**config.mk**
```make
export PLATFORM = sky130hd
export DESIGN_NAME = rvp_core
export DESIGN_NICKNAME = d
export VERILOG_FILES = /design/src/rtl/rvp_pkg.sv /design/src/rtl/rvp_alu.sv /design/src/rtl/rvp_ctrl.sv /design/src/rtl/rvp_datapath.sv /design/src/rtl/rvp_core.sv
export SDC_FILE = /design/constraint.sdc
export NUM_CORES = 2
export LEC_CHECK = 0
export BUFFER_PORTS_ARGS = -buffer_cell sky130_fd_sc_hd__buf_2
export CORE_ASPECT_RATIO = 0.5
export CORE_MARGIN = 10
export CORE_UTILIZATION = 50
export CTS_CLUSTER_DIAMETER = 40
export DETAILED_ROUTE_END_ITERATION = 8
export GPL_TIMING_DRIVEN = 0
export PLACE_DENSITY = 0.66
export SLEW_MARGIN = 15
export SYNTH_ARGS = -nofsm -noshare
export SYNTH_HDL_FRONTEND = slang
export SYNTH_SLANG_ARGS = --single-unit
```
**constraint.sdc**
```tcl
create_clock -name clk -period 5.7 [get_ports clk]
set_input_delay 0.285 -clock clk [delete_from_list [all_inputs] [get_ports clk]]
set_output_delay 0.285 -clock clk [all_outputs]
set_load 0.01 [all_outputs]
```
**src/rtl/rvp_pkg.sv**
```systemverilog
package rvp_pkg;
  localparam int XLEN = 32;

  localparam logic [6:0] OPC_LOAD   = 7'h03;
  localparam logic [6:0] OPC_OPIMM  = 7'h13;
  localparam logic [6:0] OPC_AUIPC  = 7'h17;
  localparam logic [6:0] OPC_STORE  = 7'h23;
  localparam logic [6:0] OPC_OP     = 7'h33;
  localparam logic [6:0] OPC_LUI    = 7'h37;
  localparam logic [6:0] OPC_BRANCH = 7'h63;
  localparam logic [6:0] OPC_JALR   = 7'h67;
  localparam logic [6:0] OPC_JAL    = 7'h6f;

  localparam logic [31:0] NOP_WORD = 32'h0000_0013;

  typedef enum logic [3:0] {
    ALU_NONE, ALU_ADD, ALU_SUB, ALU_SLL, ALU_SLT, ALU_SLTU,
    ALU_XOR, ALU_SRL, ALU_SRA, ALU_OR, ALU_AND, ALU_PASSB
  } aluOpT;

  typedef enum logic [1:0] { WB_ALU, WB_MEM, WB_LINK } wbSelT;

  typedef struct packed {
    logic       regWr;
    logic       memRd;
    logic       memWr;
    logic       branch;
    logic       jump;
    logic       jalr;
    logic       op1Pc;
    logic       op2Imm;
    wbSelT      wbSel;
    aluOpT      aluOp;
    logic [2:0] funct3;
  } ctrlT;

  localparam ctrlT CTRL_BUBBLE = '0;
endpackage

```
**src/rtl/rvp_alu.sv**
```systemverilog
module rvp_alu
  import rvp_pkg::*;
(
  input  aluOpT            op,
  input  logic [XLEN-1:0]  a,
  input  logic [XLEN-1:0]  b,
  output logic [XLEN-1:0]  y
);
  localparam int SH_W = $clog2(XLEN);
  logic [SH_W-1:0] shamt;
  assign shamt = b[SH_W-1:0];

  always_comb begin
    unique case (op)
      ALU_ADD:   y = a + b;
      ALU_SUB:   y = a - b;
      ALU_SLL:   y = a << shamt;
      ALU_SLT:   y = {{(XLEN-1){1'b0}}, $signed(a) < $signed(b)};
      ALU_SLTU:  y = {{(XLEN-1){1'b0}}, a < b};
      ALU_XOR:   y = a ^ b;
      ALU_SRL:   y = a >> shamt;
      ALU_SRA:   y = $unsigned($signed(a) >>> shamt);
      ALU_OR:    y = a | b;
      ALU_AND:   y = a & b;
      ALU_PASSB: y = b;
      default:   y = '0;
    endcase
  end
endmodule

```
**src/rtl/rvp_ctrl.sv**
```systemverilog
module rvp_ctrl
  import rvp_pkg::*;
(
  input  logic [31:0]     instr,
  output ctrlT            ctrl,
  output logic [XLEN-1:0] imm
);
  logic [6:0] opc;
  logic [2:0] f3;
  logic       alt;
  aluOpT      arith;

  assign opc = instr[6:0];
  assign f3  = instr[14:12];
  assign alt = instr[30];

  always_comb begin
    unique case (f3)
      3'd0:    arith = (opc == OPC_OP && alt) ? ALU_SUB : ALU_ADD;
      3'd1:    arith = ALU_SLL;
      3'd2:    arith = ALU_SLT;
      3'd3:    arith = ALU_SLTU;
      3'd4:    arith = ALU_XOR;
      3'd5:    arith = alt ? ALU_SRA : ALU_SRL;
      3'd6:    arith = ALU_OR;
      default: arith = ALU_AND;
    endcase
  end

  always_comb begin
    ctrl = CTRL_BUBBLE;
    ctrl.funct3 = f3;
    imm = {{20{instr[31]}}, instr[31:20]};
    unique case (opc)
      OPC_OP: begin
        ctrl.regWr = 1'b1; ctrl.aluOp = arith;
      end
      OPC_OPIMM: begin
        ctrl.regWr = 1'b1; ctrl.op2Imm = 1'b1; ctrl.aluOp = arith;
      end
      OPC_LOAD: begin
        ctrl.regWr = 1'b1; ctrl.memRd = 1'b1; ctrl.op2Imm = 1'b1;
        ctrl.aluOp = ALU_ADD; ctrl.wbSel = WB_MEM;
      end
      OPC_STORE: begin
        ctrl.memWr = 1'b1; ctrl.op2Imm = 1'b1; ctrl.aluOp = ALU_ADD;
        imm = {{20{instr[31]}}, instr[31:25], instr[11:7]};
      end
      OPC_BRANCH: begin
        ctrl.branch = 1'b1;
        imm = {{19{instr[31]}}, instr[31], instr[7], instr[30:25], instr[11:8], 1'b0};
      end
      OPC_JAL: begin
        ctrl.jump = 1'b1; ctrl.regWr = 1'b1; ctrl.wbSel = WB_LINK;
        imm = {{11{instr[31]}}, instr[31], instr[19:12], instr[20], instr[30:21], 1'b0};
      end
      OPC_JALR: begin
        ctrl.jump = 1'b1; ctrl.jalr = 1'b1; ctrl.regWr = 1'b1;
        ctrl.op2Imm = 1'b1; ctrl.aluOp = ALU_ADD; ctrl.wbSel = WB_LINK;
      end
      OPC_LUI: begin
        ctrl.regWr = 1'b1; ctrl.op2Imm = 1'b1; ctrl.aluOp = ALU_PASSB;
        imm = {instr[31:12], 12'b0};
      end
      OPC_AUIPC: begin
        ctrl.regWr = 1'b1; ctrl.op1Pc = 1'b1; ctrl.op2Imm = 1'b1; ctrl.aluOp = ALU_ADD;
        imm = {instr[31:12], 12'b0};
      end
      default: ctrl = CTRL_BUBBLE;
    endcase
  end
endmodule

```
**src/rtl/rvp_datapath.sv**
```systemverilog
module rvp_datapath
  import rvp_pkg::*;
#(
  parameter int IMEM_AW = 10,
  parameter int DMEM_AW = 10,
  parameter int NREG    = 32
) (
  input  logic               clk,
  input  logic               rst,
  output logic [IMEM_AW-1:0] imemAddr,
  input  logic [31:0]        imemData,
  output logic [31:0]        idInstr,
  input  ctrlT               idCtrl,
  input  logic [XLEN-1:0]    idImm,
  output logic [DMEM_AW-1:0] dmemAddr,
  output logic               dmemWrEn,
  output logic [3:0]         dmemByteEn,
  output logic [31:0]        dmemWrData,
  input  logic [31:0]        dmemRdData
);
  localparam int RIDX_W = $clog2(NREG);

  // fetch
  logic [XLEN-1:0] pc;
  logic            exRedirect;
  logic [XLEN-1:0] exTarget;

  always_ff @(posedge clk) begin
    if (rst) pc <= '0;
    else     pc <= exRedirect ? exTarget : pc + 4;
  end
  assign imemAddr = pc[IMEM_AW+1:2];

  // fetch -> decode
  logic [XLEN-1:0] idPc;
  always_ff @(posedge clk) begin
    if (rst) begin idInstr <= NOP_WORD; idPc <= '0; end
    else     begin idInstr <= imemData; idPc <= pc; end
  end

  // register file
  logic [XLEN-1:0]   rf [NREG];
  logic [RIDX_W-1:0] idRs1, idRs2, idRd;
  logic [XLEN-1:0]   idRs1v, idRs2v;
  logic              wbRegWr;
  logic [RIDX_W-1:0] wbRd;
  logic [XLEN-1:0]   wbData;

  assign idRs1  = idInstr[15 +: RIDX_W];
  assign idRs2  = idInstr[20 +: RIDX_W];
  assign idRd   = idInstr[7 +: RIDX_W];
  assign idRs1v = (idRs1 == '0) ? '0 : rf[idRs1];
  assign idRs2v = (idRs2 == '0) ? '0 : rf[idRs2];

  always_ff @(posedge clk) begin
    if (rst) begin
      for (int i = 0; i < NREG; i++) rf[i] <= '0;
    end else if (wbRegWr && wbRd != '0) begin
      rf[wbRd] <= wbData;
    end
  end

  // decode -> execute
  ctrlT              exCtrl;
  logic [XLEN-1:0]   exRs1v, exRs2v, exImm, exPc;
  logic [RIDX_W-1:0] exRd;
  always_ff @(posedge clk) begin
    if (rst) begin
      exCtrl <= CTRL_BUBBLE; exRs1v <= '0; exRs2v <= '0;
      exImm <= '0; exPc <= '0; exRd <= '0;
    end else begin
      exCtrl <= idCtrl; exRs1v <= idRs1v; exRs2v <= idRs2v;
      exImm <= idImm; exPc <= idPc; exRd <= idRd;
    end
  end

  // execute
  logic [XLEN-1:0] aluA, aluB, aluY;
  logic            brTaken;
  assign aluA = exCtrl.op1Pc  ? exPc  : exRs1v;
  assign aluB = exCtrl.op2Imm ? exImm : exRs2v;

  rvp_alu alu (.op(exCtrl.aluOp), .a(aluA), .b(aluB), .y(aluY));

  always_comb begin
    unique case (exCtrl.funct3)
      3'd0:    brTaken = exRs1v == exRs2v;
      3'd1:    brTaken = exRs1v != exRs2v;
      3'd4:    brTaken = $signed(exRs1v) <  $signed(exRs2v);
      3'd5:    brTaken = $signed(exRs1v) >= $signed(exRs2v);
      3'd6:    brTaken = exRs1v <  exRs2v;
      3'd7:    brTaken = exRs1v >= exRs2v;
      default: brTaken = 1'b0;
    endcase
  end
  assign exRedirect = exCtrl.jump | (exCtrl.branch & brTaken);
  assign exTarget   = exCtrl.jalr ? {aluY[XLEN-1:1], 1'b0} : exPc + exImm;

  // execute -> memory
  ctrlT              memCtrl;
  logic [XLEN-1:0]   memAlu, memStore, memLink;
  logic [RIDX_W-1:0] memRd;
  always_ff @(posedge clk) begin
    if (rst) begin
      memCtrl <= CTRL_BUBBLE; memAlu <= '0; memStore <= '0; memLink <= '0; memRd <= '0;
    end else begin
      memCtrl <= exCtrl; memAlu <= aluY; memStore <= exRs2v;
      memLink <= exPc + 4; memRd <= exRd;
    end
  end

  // memory access
  logic [1:0]      lane;
  logic [31:0]     rdShift;
  logic [XLEN-1:0] loadVal, memResult;
  assign lane     = memAlu[1:0];
  assign dmemAddr = memAlu[DMEM_AW+1:2];
  assign dmemWrEn = memCtrl.memWr;
  assign rdShift  = dmemRdData >> {lane, 3'b000};

  always_comb begin
    unique case (memCtrl.funct3[1:0])
      2'd0: begin
        dmemByteEn = 4'b0001 << lane;
        dmemWrData = {4{memStore[7:0]}};
      end
      2'd1: begin
        dmemByteEn = lane[1] ? 4'b1100 : 4'b0011;
        dmemWrData = {2{memStore[15:0]}};
      end
      default: begin
        dmemByteEn = 4'b1111;
        dmemWrData = memStore;
      end
    endcase
  end

  always_comb begin
    unique case (memCtrl.funct3)
      3'd0:    loadVal = {{24{rdShift[7]}}, rdShift[7:0]};
      3'd1:    loadVal = {{16{rdShift[15]}}, rdShift[15:0]};
      3'd4:    loadVal = {24'b0, rdShift[7:0]};
      3'd5:    loadVal = {16'b0, rdShift[15:0]};
      default: loadVal = dmemRdData;
    endcase
  end

  always_comb begin
    unique case (memCtrl.wbSel)
      WB_MEM:  memResult = loadVal;
      WB_LINK: memResult = memLink;
      default: memResult = memAlu;
    endcase
  end

  // memory -> write-back
  always_ff @(posedge clk) begin
    if (rst) begin wbRegWr <= 1'b0; wbRd <= '0; wbData <= '0; end
    else begin wbRegWr <= memCtrl.regWr; wbRd <= memRd; wbData <= memResult; end
  end
endmodule

```
**src/rtl/rvp_core.sv**
```systemverilog
module rvp_core
  import rvp_pkg::*;
#(
  parameter int IMEM_AW = 10,
  parameter int DMEM_AW = 10
) (
  input  logic               clk,
  input  logic               rst,
  output logic [IMEM_AW-1:0] imemAddr,
  input  logic [31:0]        imemData,
  output logic [DMEM_AW-1:0] dmemAddr,
  output logic               dmemWrEn,
  output logic [3:0]         dmemByteEn,
  output logic [31:0]        dmemWrData,
  input  logic [31:0]        dmemRdData
);
  logic [31:0]     idInstr;
  ctrlT            idCtrl;
  logic [XLEN-1:0] idImm;

  rvp_ctrl ctl (.instr(idInstr), .ctrl(idCtrl), .imm(idImm));

  rvp_datapath #(.IMEM_AW(IMEM_AW), .DMEM_AW(DMEM_AW)) dp (
    .clk(clk), .rst(rst),
    .imemAddr(imemAddr), .imemData(imemData),
    .idInstr(idInstr), .idCtrl(idCtrl), .idImm(idImm),
    .dmemAddr(dmemAddr), .dmemWrEn(dmemWrEn), .dmemByteEn(dmemByteEn),
    .dmemWrData(dmemWrData), .dmemRdData(dmemRdData)
  );
endmodule

```
==> run_results.csv <==
group,metric,value,unit
setup_path,start_kind,"flop",
min_path,holdCritStartpoint,"dmemRdData[30]",
power_and_ir_drop,p_total,26.20,mW
placed_design,hpwl,254300,µm
status,outcome,"complete, but fails checks",
sta,final_max_slew_viol_count,0,
synth,yosys_warnings,0,
route,drt.antenna.violating_nets,0,
floorplanning,die_area,0.1789,mm²
setup_path,required,6.35,ns
sta,hold-worst-slack,0.06597,ns
sta,clock_skew,0.04479,ns
power_and_ir_drop,p_int,18.44,mW
synth,seq_area_frac_synth,47.79,%
floorplanning,fp.dieH,304.1,µm
placed_design,gp_congestion,1.087,
route,vias,60310,
cells_and_area,layout.nets,7121,
sta,rsz0062_at_grt,"true",
floorplanning,start_util,50.23,%
synth,ys_types,104,
power_and_ir_drop,switching_share,29.61,%
floorplanning,core,0.1607,mm²
setup_path,critPathKind,"reg2reg",
setup_path,setup.worst_path.end_class,"flop",
grt,grt_first_pass_wirelength,451400,µm
floorplanning,rows,104,
clock_tree,clk_pin_slew_worst_paths,0.07,ns
sta,tightest_slew,1.361,ns
setup_path,crit_start,"dp.exCtrl[9]",
grt,grt-ovfl-total,0,
synth,syn_avg_cell_area,12.33,µm²
grt,grt_max_degree,33,
route,firstDrtPassIters,6,
cells_and_area,fill_cells,13460,
sta,maxSlewHeadroom,6.661,%
grt,grt_pass1_vias,59160,
clock_tree,numClockSinks,1415,
sta,fin_crit_sh,101.5,%
sta,setup_viol,2,
route,first_iter_violations,7929,
sta,finalHoldViolations,0,
synth,syn_area,0.08072,mm²
clock_tree,root_buffer,"clkbuf_16",
route,viasPerCell,6.561,
cells_and_area,fin_cells,9192,
synth,synth_top_area_cell,"edfxtp_1",
cells_and_area,final_common_cell,"edfxtp_1",
synth,synth-seq-cells,1415,
route,routedWlPerCell,35.58,µm
synth,synth_cells,6548,
clock_tree,htree_levels,4,
min_path,min_path_type,"in2reg",
cells_and_area,drive_gt1_share,18.61,%
power_and_ir_drop,power_density,291.7,mW/mm²
floorplanning,dieWidth,588.2,µm
sta,setup_slack,-0.08577,ns
flow_run,maxCapViolations,0,
clock_tree,cts_buffers,150,
power_and_ir_drop,peakVddDrop,0.2443,mV
synth,synth_area_leaders,"edfxtp_1, mux4_2, dfxtp_1",
placed_design,dp_cells,8880,
grt,grt_use_total,35.50,%
cells_and_area,syn2layout_area_growth,11.27,%
power_and_ir_drop,comb_power_share,17.1,%
setup_path,crit_fanout,10,
setup_path,r2r-start,"dp.exCtrl[9]",
synth,ys_async_sr_fraction,0,%
clock_tree,tritoncts,"yes",
clock_tree,worst_skew_pair.late_latency,0.82,ns
power_and_ir_drop,leakagePower,32.20,nW
synth,synth_top_area_share,38.09,%
placed_design,io_buffers,122,
cells_and_area,mostFrequentLayoutCells,"edfxtp_1, and2_1, mux4_2, clkbuf_1, nor2_1",
route,drcViolationCount,0,
power_and_ir_drop,clkPwrFrac,38.5,%
clock_tree,cts_buffer_depth,3,
grt,antenna_found_initial,15,
route,wl,327100,µm
sta,min_period,5.786,ns
setup_path,arrival,6.44,ns
status,violations,"setup timing",
synth,synth_edf_count,1024,
synth,synth_ff_type,"edfxtp_1",
power_and_ir_drop,switchingPower,7.757,mW
floorplanning,io_pins,123,
sta,fmax,0.1728,GHz
power_and_ir_drop,seq_power_share,44.4,%
-- sequential cells by signal, indices dropped and copies added (netlist names), 6 cells and up --
name	cells
dp.memLink	32
dp.memStore	32
dp.exRs1v	32
dp.exPc	32
dp.exImm	32
dp.exCtrl	16
dp.wbData	32
dp.rf	1024
dp.memAlu	32
dp.idPc	32
dp.idInstr	32
dp.pc	32
dp.memCtrl	6
dp.exRs2v	32
-- power by group through the flow --
stage	logic (mW)	registers (mW)	clock network (mW)
6_report	4.49	11.6	10.1
5_1_grt	4.57	11.7	10.5
4_1_cts	4.29	11.6	10.1
3_5_place_dp	4.25	11.8	0
3_3_place_gp	4.25	11.8	0
2_1_floorplan	2.53	11.7	0
-- cell families after synthesis --
logic type | count (synthesis) | share of synthesized area [%]
xor gates and xnor gates | 83 | 0.9005
other | 1 | 0.004646
adders and majority gates | 170 | 2.663
buffers and inverters | 761 | 3.892
muxes | 959 | 22.23
DFF | 1415 | 47.79
and+or+nand+nor | 2228 | 14.91
AOI/OAI and AO/OA | 931 | 7.611
-- routing by layer --
layer	track usage [%]	share of wire, %	up-vias
met3	10.20	11	1005
li1	-	-	25100
met2	53.97	44	3853
met5	0	0.025	-
met1	44.51	37	30340
met4	22.82	7.8	14
-- synth_stat cells (41+ instances only) --
library cell	instances
o211ai_1	47
or2_2	42
a21oi_1	277
nand2_1	312
nor2b_1	149
inv_1	139
ha_1	167
xor2_1	42
dfxtp_1	391
mux2i_1	256
buf_1	80
o21ai_0	167
nand3_1	88
mux4_2	646
xnor2_1	41
nor2_1	413
clkbuf_1	440
nor3_1	59
edfxtp_1	1024
and2_1	1013
-- worst max-delay path, stage by stage (launching register included) --
cell and delay, ns:
dfxtp_1 0.34, buf_6 0.15, buf_2 0.27, buf_2 0.30, mux2i_1 0.92, ha_1 0.49, nor3b_1 0.19, or4_1 0.42
a31oi_2 0.37, a211oi_2 0.20, o31a_1 0.30, a221oi_1 0.53, o211ai_1 0.39, a221oi_1 0.65, a211oi_1 0.11
-- worst paths after layout --
kind / slack [ns] / cells after the start / to
worst max-delay path: -0.09 / 14 / dp.pc[15]
worst min-delay path: 0.07 / 5 / dp.wbData[30]
worst max register to register: -0.09 / 14 / dp.pc[15]
worst min register to register: 0.44 / 1 / dp.exPc[5]
-- per-stage QoR --
stage          TNS [ns]  util [%]  area [µm²]  worst slack (ns)
2_1_floorplan         0         -       80840             1.505
3_3_place_gp     -33.57     52.37       84170            -2.071
3_5_place_dp     -25.55     52.46       84300            -1.190
4_1_cts               0     55.80       89680           0.05309
5_1_grt        -0.03820     55.88       89800          -0.03820
6_report       -0.09579     55.89       89820          -0.08577
-- layout make-up --
cell class                      count  area, µm²  area share (%)
Tap cell                         2173       2719           3.027
Clock inverter                     82      890.9          0.9918
Antenna cell                        7      17.52         0.01950
Multi-Input combinational cell   4403      39330           43.79
Inverter                          159      610.6          0.6798
Clock buffer                      197       4114           4.580
Timing Repair Buffer              161       1015           1.130
Sequential cell                  1415      38580           42.95
Buffer                            595       2550           2.839
-- timing repair --
action                                  CTS  global route
gates cloned                              0             0
hold buffers                             32             0
endpoints found under the setup margin   53            25
pin swaps                                 1             0
resized for setup                        21            20
endpoints found under the hold margin    32             0
setup buffers                             1             0
(Power assumes the default switching activity.)
